**src/rtl/adc_scan_pkg.sv**
```systemverilog
package adc_scan_pkg;

    typedef enum logic [2:0] {
        ST_IDLE,
        ST_SETUP,
        ST_CONV,
        ST_FLUSH,
        ST_DONE
    } scan_state_e;

    function automatic int unsigned bits_for(input int unsigned n);
        return (n > 1) ? $clog2(n) : 1;
    endfunction

endpackage

```
**src/rtl/scan_arbiter.sv**
```systemverilog
module scan_arbiter #(
    parameter int NUM_PORTS = 2,
    parameter int NUM_CH    = 8,
    localparam int PW       = adc_scan_pkg::bits_for(NUM_PORTS)
) (
    input  logic [NUM_PORTS-1:0]        req_valid,
    input  logic [NUM_PORTS*NUM_CH-1:0] req_mask,
    input  logic                        enable,
    output logic [NUM_PORTS-1:0]        grant,
    output logic                        any,
    output logic [PW-1:0]               win_port,
    output logic [NUM_CH-1:0]           win_mask
);

    logic [NUM_PORTS-1:0] eligible;

    // A request only counts when at least one channel is enabled.
    genvar gp;
    generate
        for (gp = 0; gp < NUM_PORTS; gp++) begin : g_elig
            assign eligible[gp] = req_valid[gp] && (|req_mask[gp*NUM_CH +: NUM_CH]);
        end
    endgenerate

    // Fixed priority: the lowest port index wins.
    always_comb begin
        grant    = '0;
        win_port = '0;
        win_mask = '0;
        for (int i = NUM_PORTS - 1; i >= 0; i--) begin
            if (eligible[i]) begin
                win_port = PW'(i);
                win_mask = req_mask[i*NUM_CH +: NUM_CH];
            end
        end
        any = enable && (|eligible);
        if (any) begin
            grant[win_port] = 1'b1;
        end
    end

endmodule

```
**src/rtl/chan_picker.sv**
```systemverilog
module chan_picker #(
    parameter int NUM_CH = 8,
    localparam int CW    = adc_scan_pkg::bits_for(NUM_CH)
) (
    input  logic [NUM_CH-1:0] mask,
    input  logic [CW:0]       from_idx,
    output logic              found,
    output logic [CW-1:0]     idx
);

    // Lowest enabled channel whose index is at least from_idx.
    always_comb begin
        found = 1'b0;
        idx   = '0;
        for (int i = NUM_CH - 1; i >= 0; i--) begin
            if (mask[i] && ((CW+1)'(i) >= from_idx)) begin
                found = 1'b1;
                idx   = CW'(i);
            end
        end
    end

endmodule

```
**src/rtl/slot_timer.sv**
```systemverilog
module slot_timer #(
    parameter int SLOT_CYCLES = 80,
    localparam int TW         = adc_scan_pkg::bits_for(SLOT_CYCLES)
) (
    input  logic clk,
    input  logic rst_n,
    input  logic run,
    input  logic adc_done,
    output logic slot_first,
    output logic slot_end
);

    localparam logic [TW-1:0] LAST = TW'(SLOT_CYCLES - 1);

    logic [TW-1:0] tick_q;
    logic          seen_q;

    // A slot ends at its last cycle, and only once the converter has answered.
    assign slot_first = run && (tick_q == '0);
    assign slot_end   = run && (tick_q == LAST) && (seen_q || adc_done);

    always_ff @(posedge clk) begin
        if (!rst_n) begin
            tick_q <= '0;
            seen_q <= 1'b0;
        end else if (!run || slot_end) begin
            tick_q <= '0;
            seen_q <= 1'b0;
        end else begin
            if (tick_q != LAST) begin
                tick_q <= tick_q + 1'b1;
            end
            if (adc_done) begin
                seen_q <= 1'b1;
            end
        end
    end

endmodule

```
**src/rtl/list_tracker.sv**
```systemverilog
module list_tracker #(
    parameter int NUM_CH = 8
) (
    input  logic              clk,
    input  logic              rst_n,
    input  logic              load,
    input  logic [NUM_CH-1:0] mask,
    output logic              needs_setup
);

    logic [NUM_CH-1:0] stored_q;
    logic              valid_q;

    assign needs_setup = !valid_q || (mask != stored_q);

    always_ff @(posedge clk) begin
        if (!rst_n) begin
            stored_q <= '0;
            valid_q  <= 1'b0;
        end else if (load) begin
            stored_q <= mask;
            valid_q  <= 1'b1;
        end
    end

endmodule

```
**src/rtl/adc_scan_seq.sv**
```systemverilog
module adc_scan_seq #(
    parameter int NUM_CH      = 8,
    parameter int NUM_PORTS   = 2,
    parameter int DATA_W      = 12,
    parameter int SLOT_CYCLES = 80,
    parameter int SETUP_CONV  = 2,
    localparam int CW         = adc_scan_pkg::bits_for(NUM_CH),
    localparam int PW         = adc_scan_pkg::bits_for(NUM_PORTS)
) (
    input  logic                        clk,
    input  logic                        rst_n,
    input  logic [NUM_PORTS-1:0]        req_valid,
    input  logic [NUM_PORTS*NUM_CH-1:0] req_mask,
    output logic [NUM_PORTS-1:0]        req_grant,
    output logic [NUM_PORTS-1:0]        req_busy,
    output logic                        adc_convert,
    output logic [CW-1:0]               adc_channel,
    input  logic                        adc_done,
    input  logic [DATA_W-1:0]           adc_data,
    output logic                        smp_valid,
    output logic [CW-1:0]               smp_chan,
    output logic [DATA_W-1:0]           smp_data,
    output logic [PW-1:0]               smp_port,
    output logic                        scan_done,
    output logic [PW-1:0]               done_port
);

    import adc_scan_pkg::*;

    localparam int SW = bits_for(SETUP_CONV + 1);

    scan_state_e       state_q, state_d;
    logic [CW-1:0]     cur_q, cur_d;
    logic [NUM_CH-1:0] mask_q, mask_d;
    logic [PW-1:0]     port_q, port_d;
    logic [SW-1:0]     setup_q, setup_d;
    logic              load_list;

    logic [NUM_PORTS-1:0] arb_grant;
    logic                 arb_any;
    logic [PW-1:0]        arb_port;
    logic [NUM_CH-1:0]    arb_mask;
    logic                 needs_setup;
    logic                 first_found;
    logic [CW-1:0]        first_idx;
    logic                 next_found;
    logic [CW-1:0]        next_idx;
    logic                 run;
    logic                 slot_first;
    logic                 slot_end;
    logic [DATA_W-1:0]    data_q;

    scan_arbiter #(
        .NUM_PORTS (NUM_PORTS),
        .NUM_CH    (NUM_CH)
    ) u_arb (
        .req_valid (req_valid),
        .req_mask  (req_mask),
        .enable    (state_q == ST_IDLE),
        .grant     (arb_grant),
        .any       (arb_any),
        .win_port  (arb_port),
        .win_mask  (arb_mask)
    );

    list_tracker #(
        .NUM_CH (NUM_CH)
    ) u_list (
        .clk         (clk),
        .rst_n       (rst_n),
        .load        (load_list),
        .mask        (arb_mask),
        .needs_setup (needs_setup)
    );

    // First channel of the incoming mask, and next channel of the running one.
    chan_picker #(
        .NUM_CH (NUM_CH)
    ) u_first (
        .mask     (arb_mask),
        .from_idx ('0),
        .found    (first_found),
        .idx      (first_idx)
    );

    chan_picker #(
        .NUM_CH (NUM_CH)
    ) u_next (
        .mask     (mask_q),
        .from_idx ({1'b0, cur_q} + 1'b1),
        .found    (next_found),
        .idx      (next_idx)
    );

    assign run = (state_q == ST_SETUP) || (state_q == ST_CONV);

    slot_timer #(
        .SLOT_CYCLES (SLOT_CYCLES)
    ) u_slot (
        .clk        (clk),
        .rst_n      (rst_n),
        .run        (run),
        .adc_done   (adc_done),
        .slot_first (slot_first),
        .slot_end   (slot_end)
    );

    // Next-state logic
    always_comb begin
        state_d   = state_q;
        cur_d     = cur_q;
        mask_d    = mask_q;
        port_d    = port_q;
        setup_d   = setup_q;
        load_list = 1'b0;
        unique case (state_q)
            ST_IDLE: begin
                if (arb_any && first_found) begin
                    mask_d    = arb_mask;
                    port_d    = arb_port;
                    cur_d     = first_idx;
                    load_list = 1'b1;
                    if ((SETUP_CONV > 0) && needs_setup) begin
                        state_d = ST_SETUP;
                        setup_d = SW'(SETUP_CONV - 1);
                    end else begin
                        state_d = ST_CONV;
                    end
                end
            end
            ST_SETUP: begin
                if (slot_end) begin
                    if (setup_q == '0) begin
                        state_d = ST_CONV;
                    end else begin
                        setup_d = setup_q - 1'b1;
                    end
                end
            end
            ST_CONV: begin
                if (slot_end) begin
                    if (next_found) begin
                        cur_d = next_idx;
                    end else begin
                        state_d = ST_FLUSH;
                    end
                end
            end
            ST_FLUSH: state_d = ST_DONE;
            ST_DONE:  state_d = ST_IDLE;
            default:  state_d = ST_IDLE;
        endcase
    end

    // State register
    always_ff @(posedge clk) begin
        if (!rst_n) begin
            state_q <= ST_IDLE;
            cur_q   <= '0;
            mask_q  <= '0;
            port_q  <= '0;
            setup_q <= '0;
        end else begin
            state_q <= state_d;
            cur_q   <= cur_d;
            mask_q  <= mask_d;
            port_q  <= port_d;
            setup_q <= setup_d;
        end
    end

    // Result capture and sample register
    always_ff @(posedge clk) begin
        if (!rst_n) begin
            data_q    <= '0;
            smp_valid <= 1'b0;
            smp_chan  <= '0;
            smp_data  <= '0;
            smp_port  <= '0;
        end else begin
            if (adc_done) begin
                data_q <= adc_data;
            end
            smp_valid <= (state_q == ST_CONV) && slot_end;
            if ((state_q == ST_CONV) && slot_end) begin
                smp_chan <= cur_q;
                smp_data <= adc_done ? adc_data : data_q;
                smp_port <= port_q;
            end
        end
    end

    // Outputs
    always_comb begin
        req_grant   = arb_grant;
        adc_convert = slot_first;
        adc_channel = cur_q;
        scan_done   = (state_q == ST_DONE);
        done_port   = port_q;
        for (int p = 0; p < NUM_PORTS; p++) begin
            req_busy[p] = (state_q != ST_IDLE) && (port_q == PW'(p));
        end
    end

endmodule

```
**config.mk**
```make
export PLATFORM = sky130hd
export DESIGN_NAME = adc_scan_seq
export DESIGN_NICKNAME = d
export VERILOG_FILES = /design/src/rtl/adc_scan_pkg.sv /design/src/rtl/scan_arbiter.sv /design/src/rtl/chan_picker.sv /design/src/rtl/slot_timer.sv /design/src/rtl/list_tracker.sv /design/src/rtl/adc_scan_seq.sv
export SDC_FILE = /design/constraint.sdc
export NUM_CORES = 1
export LEC_CHECK = 0
export ABC_AREA = 1
export BUFFER_PORTS_ARGS = -buffer_cell sky130_fd_sc_hd__buf_2
export CAP_MARGIN = 20
export CORE_AREA = 2 2 80 98
export DETAILED_ROUTE_END_ITERATION = 10
export DIE_AREA = 0 0 82 100
export HOLD_SLACK_MARGIN = 0.12
export SLEW_MARGIN = 20
export SYNTH_ARGS = -nofsm -noshare
export SYNTH_HDL_FRONTEND = slang
export SYNTH_SLANG_ARGS = --single-unit
```
**constraint.sdc**
```tcl
create_clock -name clk -period 1.8 [get_ports clk]
set_input_delay 0 -clock clk [delete_from_list [all_inputs] [get_ports clk]]
set_output_delay 0 -clock clk [all_outputs]
set_load 0.01 [all_outputs]
```
==> impl_metrics.yaml <==
outcome:
  status: "finished, violations left"
  violations: "setup timing"
setup_path:
  slowest_delay_ns: 0.38
  r2r_start: "adc_channel[1]$_SDFFE_PN0P_"
  crit_fanout: 4
  r2r_slack_ns: -0.08
  cp_slowest_cell: "dfxtp_4"
  worst_r2r_path_depth: 13
  path_common_cell: "buf_4"
  crit_type: "flip-flop to flip-flop"
  crit_path_cell_trace: "ha_4 -> or2_2 -> nand2_4 -> o211ai_1 -> nand2_1 -> buf_4 -> buf_4 -> buf_4 -> a21oi_1 -> o21ai_1 -> nand3_1 -> nand2_1 -> inv_1"
  crit_buf_inv: 4
  critPathTopFamily: "simple AND/OR/NAND/NOR gates"
  cp-start-kind: "flip-flop"
  crit_path_end_kind: "flip-flop"
  crit_arrival_ns: 2.10
  cp.required_ns: 2.02
  r2r-end: "adc_channel[1]$_SDFFE_PN0P_"
timing:
  fin_skew_ns: 0.0108
  slew_viol_final: 0
  tightest_slew_ns: 0.374
  totalNegativeSetupSlack_ns: -0.240
  fin_crit_ns: 1.88
  setup_violations: 5
  rsz0062_at_grt: "true"
  relSlewSlack: 0.750
  max_freq_mhz: 532
  fin_crit_sh: 1.04
  worst_hold_slack_ns: 0.136
  hold_viol: 0
  timing.final.ws_setup_ns: -0.0808
global_route:
  use_met3: 0.0297
  grt_pass1_vias: 2811
  grt_pass1_wl_um: 12200
  track_usage: 0.184
  overflow: 0
  grt_antenna_before_repair: 0
  grt_start_max_net_pins: 28
  gr-usage-met2: 0.345
  grt.met1_usage: 0.213
  gr-max-usage-layer: "met2"
placement:
  placed_cell_area_um2: 3520
  dp.cells: 589
  gp_congestion: 0.913
  port-buffer-count: 59
  dp_hpwl_um: 5480
power:
  p_leak_uw: 0.00185
  powerDensity_nw_per_um2: 1110
  vdd_ir_drop_max_mv: 0.519
  fin_total_pwr_uw: 4280
final_layout:
  fill_cells: 745
  post-route-cell-area_um2: 3870
  register_area_um2: 1110
  multi_input_comb_area_um2: 1640
  drive_above_1_share: 0.276
  nets: 559
  antenna_cells: 0
  instances_no_fill: 614
  syn_to_final_growth_pct: 30.3
synth:
  syn_inst: 427
  ys_seq_area_frac: 0.371
  synth_top_area_share: 0.371
  yosysUniqueCellTypes: 36
  synthesis.nets: 465
  synthTopCellsByArea: "dfxtp_1 (37%), nand2_1 (9.9%), inv_1 (7.8%)"
  ys_top_cells_by_count: "nand2_1 (78), inv_1 (62), nor2_1 (61)"
  syn_area_per_cell_um2: 6.95
  synth_largest_area_cell: "dfxtp_1"
  syn_area_um2: 2970
  yosysWarnings: 0
  yosysMostFrequentCell: "nand2_1"
  synth_edf_count: 0
  synth_ff_type: "dfxtp_1"
  ys_seq_elements: 55
  async_flop_share: 0
clock_network:
  cts_tree: "done"
  h-tree-depth: 2
  cts.clk_slew.worst_paths_ns: 0.11
  root_buffer: "clkbuf_8"
  cts_sinks: 55
  clk_path_buf_depth: 2
  numCtsBuffers: 5
  clkLatencyLatePin_ns: 0.31
hold_path:
  hold-path-cell-count: 5
  min_path_type: "input pin to flip-flop"
  min_to: "mask_q[1]$_SDFFE_PN0P_"
  min-delay-start: "req_mask[1]"
detailed_routing:
  remaining_drc_errors: 0
  vias_per_cell: 4.78
  wirelength_um: 7290
  routed-via-count: 2937
  routedWlPerCell_um: 11.9
  antenna_left: 0
  dr.pass1.iters: 4
  drt_iter0_markers: 57
floorplanning:
  die_h_um: 100
  core_area_um2: 7360
  pin_count: 60
  dieArea_um2: 8200
  fp-row-count: 35
  die_w_um: 82
  initial_core_util: 0.403
run:
  cap_violations: 0
==> logic make-up (layout without fill, tap and decap cells) <==
group | after synthesis | count (layout) | synth area share
AO/OA/AOI/OAI | 72 | 72 | 0.137
buffers and inverters | 77 | 172 | 0.104
multiplexers | 12 | 12 | 0.0405
AND/OR/NAND/NOR | 203 | 203 | 0.318
adder cells (fa/ha/maj) | 5 | 5 | 0.0211
flip-flops | 55 | 55 | 0.371
XOR/XNOR | 3 | 3 | 0.00885
==> worst max-delay path by stage <==
| stage | startpoint | to | slack (ns) | cells past startpoint |
|---|---|---|---|---|
| 6_report | adc_channel[1]$_SDFFE_PN0P_ | adc_channel[1]$_SDFFE_PN0P_ | -0.08 | 13 |
| 5_1_grt | adc_channel[1]$_SDFFE_PN0P_ | adc_channel[1]$_SDFFE_PN0P_ | -0.23 | 12 |
| 2_1_floorplan | adc_channel[0]$_SDFFE_PN0P_ | adc_channel[2]$_SDFFE_PN0P_ | 0.004 | 12 |
| 3_3_place_gp | adc_channel[1]$_SDFFE_PN0P_ | adc_channel[2]$_SDFFE_PN0P_ | -0.01 | 13 |
| 4_1_cts | adc_channel[1]$_SDFFE_PN0P_ | adc_channel[2]$_SDFFE_PN0P_ | -0.05 | 12 |
| 3_5_place_dp | adc_channel[0]$_SDFFE_PN0P_ | adc_channel[0]$_SDFFE_PN0P_ | -0.13 | 11 |
==> routing by layer <==
layer  vias up  wire (um)
met5         -          0
met4         0         87
met3         8        270
met2        59       3790
met1      1318       3140
li1       1552          -
==> sequential cells by signal (all words and copies together), names as in the netlist, 2 cells and up <==
name           count
state_q            3
smp_chan           3
adc_channel        3
setup_q            2
data_q            12
u_slot.tick_q      7
smp_data          12
mask_q             8
==> per-stage QoR <==
step                 util  worst slack, ns
floorplan               -          0.00357
global placement    0.478          -0.0130
detailed placement  0.478           -0.127
CTS                 0.518          -0.0495
global route        0.526           -0.228
finish              0.526          -0.0808
==> cell type report <==
cell class / instances / share of cell area
Multi-Input combinational cell: 295 / 0.425
Sequential cell: 55 / 0.286
Timing Repair Buffer: 99 / 0.170
Inverter: 65 / 0.0641
Tap cell: 92 / 0.0298
Clock buffer: 5 / 0.0178
Clock inverter: 3 / 0.00744
==> report_power, final <==
| part | internal (uW) | switching (uW) | total, uW |
|---|---|---|---|
| clock network | 290 | 437 | 726 |
| logic | 803 | 1200 | 2000 |
| registers | 1390 | 158 | 1550 |
| total | 2480 | 1790 | 4280 |
==> cells in the final DEF, fill, tap and decap left out, drive strengths merged <==
| cell type | instances |
|---|---|
| o21ai | 23 |
| a21oi | 39 |
| ha | 5 |
| mux2i | 12 |
| inv | 65 |
| o21a | 1 |
| a31oi | 2 |
| xor2 | 2 |
| buf | 85 |
| nand2 | 85 |
| dlygate4sd3 | 14 |
| dfxtp | 55 |
| o31ai | 2 |
| nand4 | 4 |
| nor2 | 67 |
| clkbuf | 5 |
| xnor2 | 1 |
| nor3 | 4 |
| clkinv | 2 |
| clkinvlp | 1 |
| nand3 | 37 |
| o211ai | 4 |
| a211oi | 1 |
| or2 | 5 |
| nor4 | 1 |
==> worst reg2reg max path: cells and delay by family (launching register included) <==
family | cells | cell delay [ns]
compound gates | 3 | 0.26
fa+ha+maj | 1 | 0.15
buf+inv | 4 | 0.34
flops | 1 | 0.38
simple gates | 5 | 0.67
==> repair_timing <==
item / in CTS / in global routing
hold endpoints to repair: 29 / 0
gates cloned: 0 / 0
gates resized for setup: 11 / 14
pin swaps: 2 / 1
buffers inserted: 2 / 1
endpoints found under the setup margin: 19 / 31
hold buffers: 14 / 0
No activity file was read; power rests on OpenSTA's default activity.
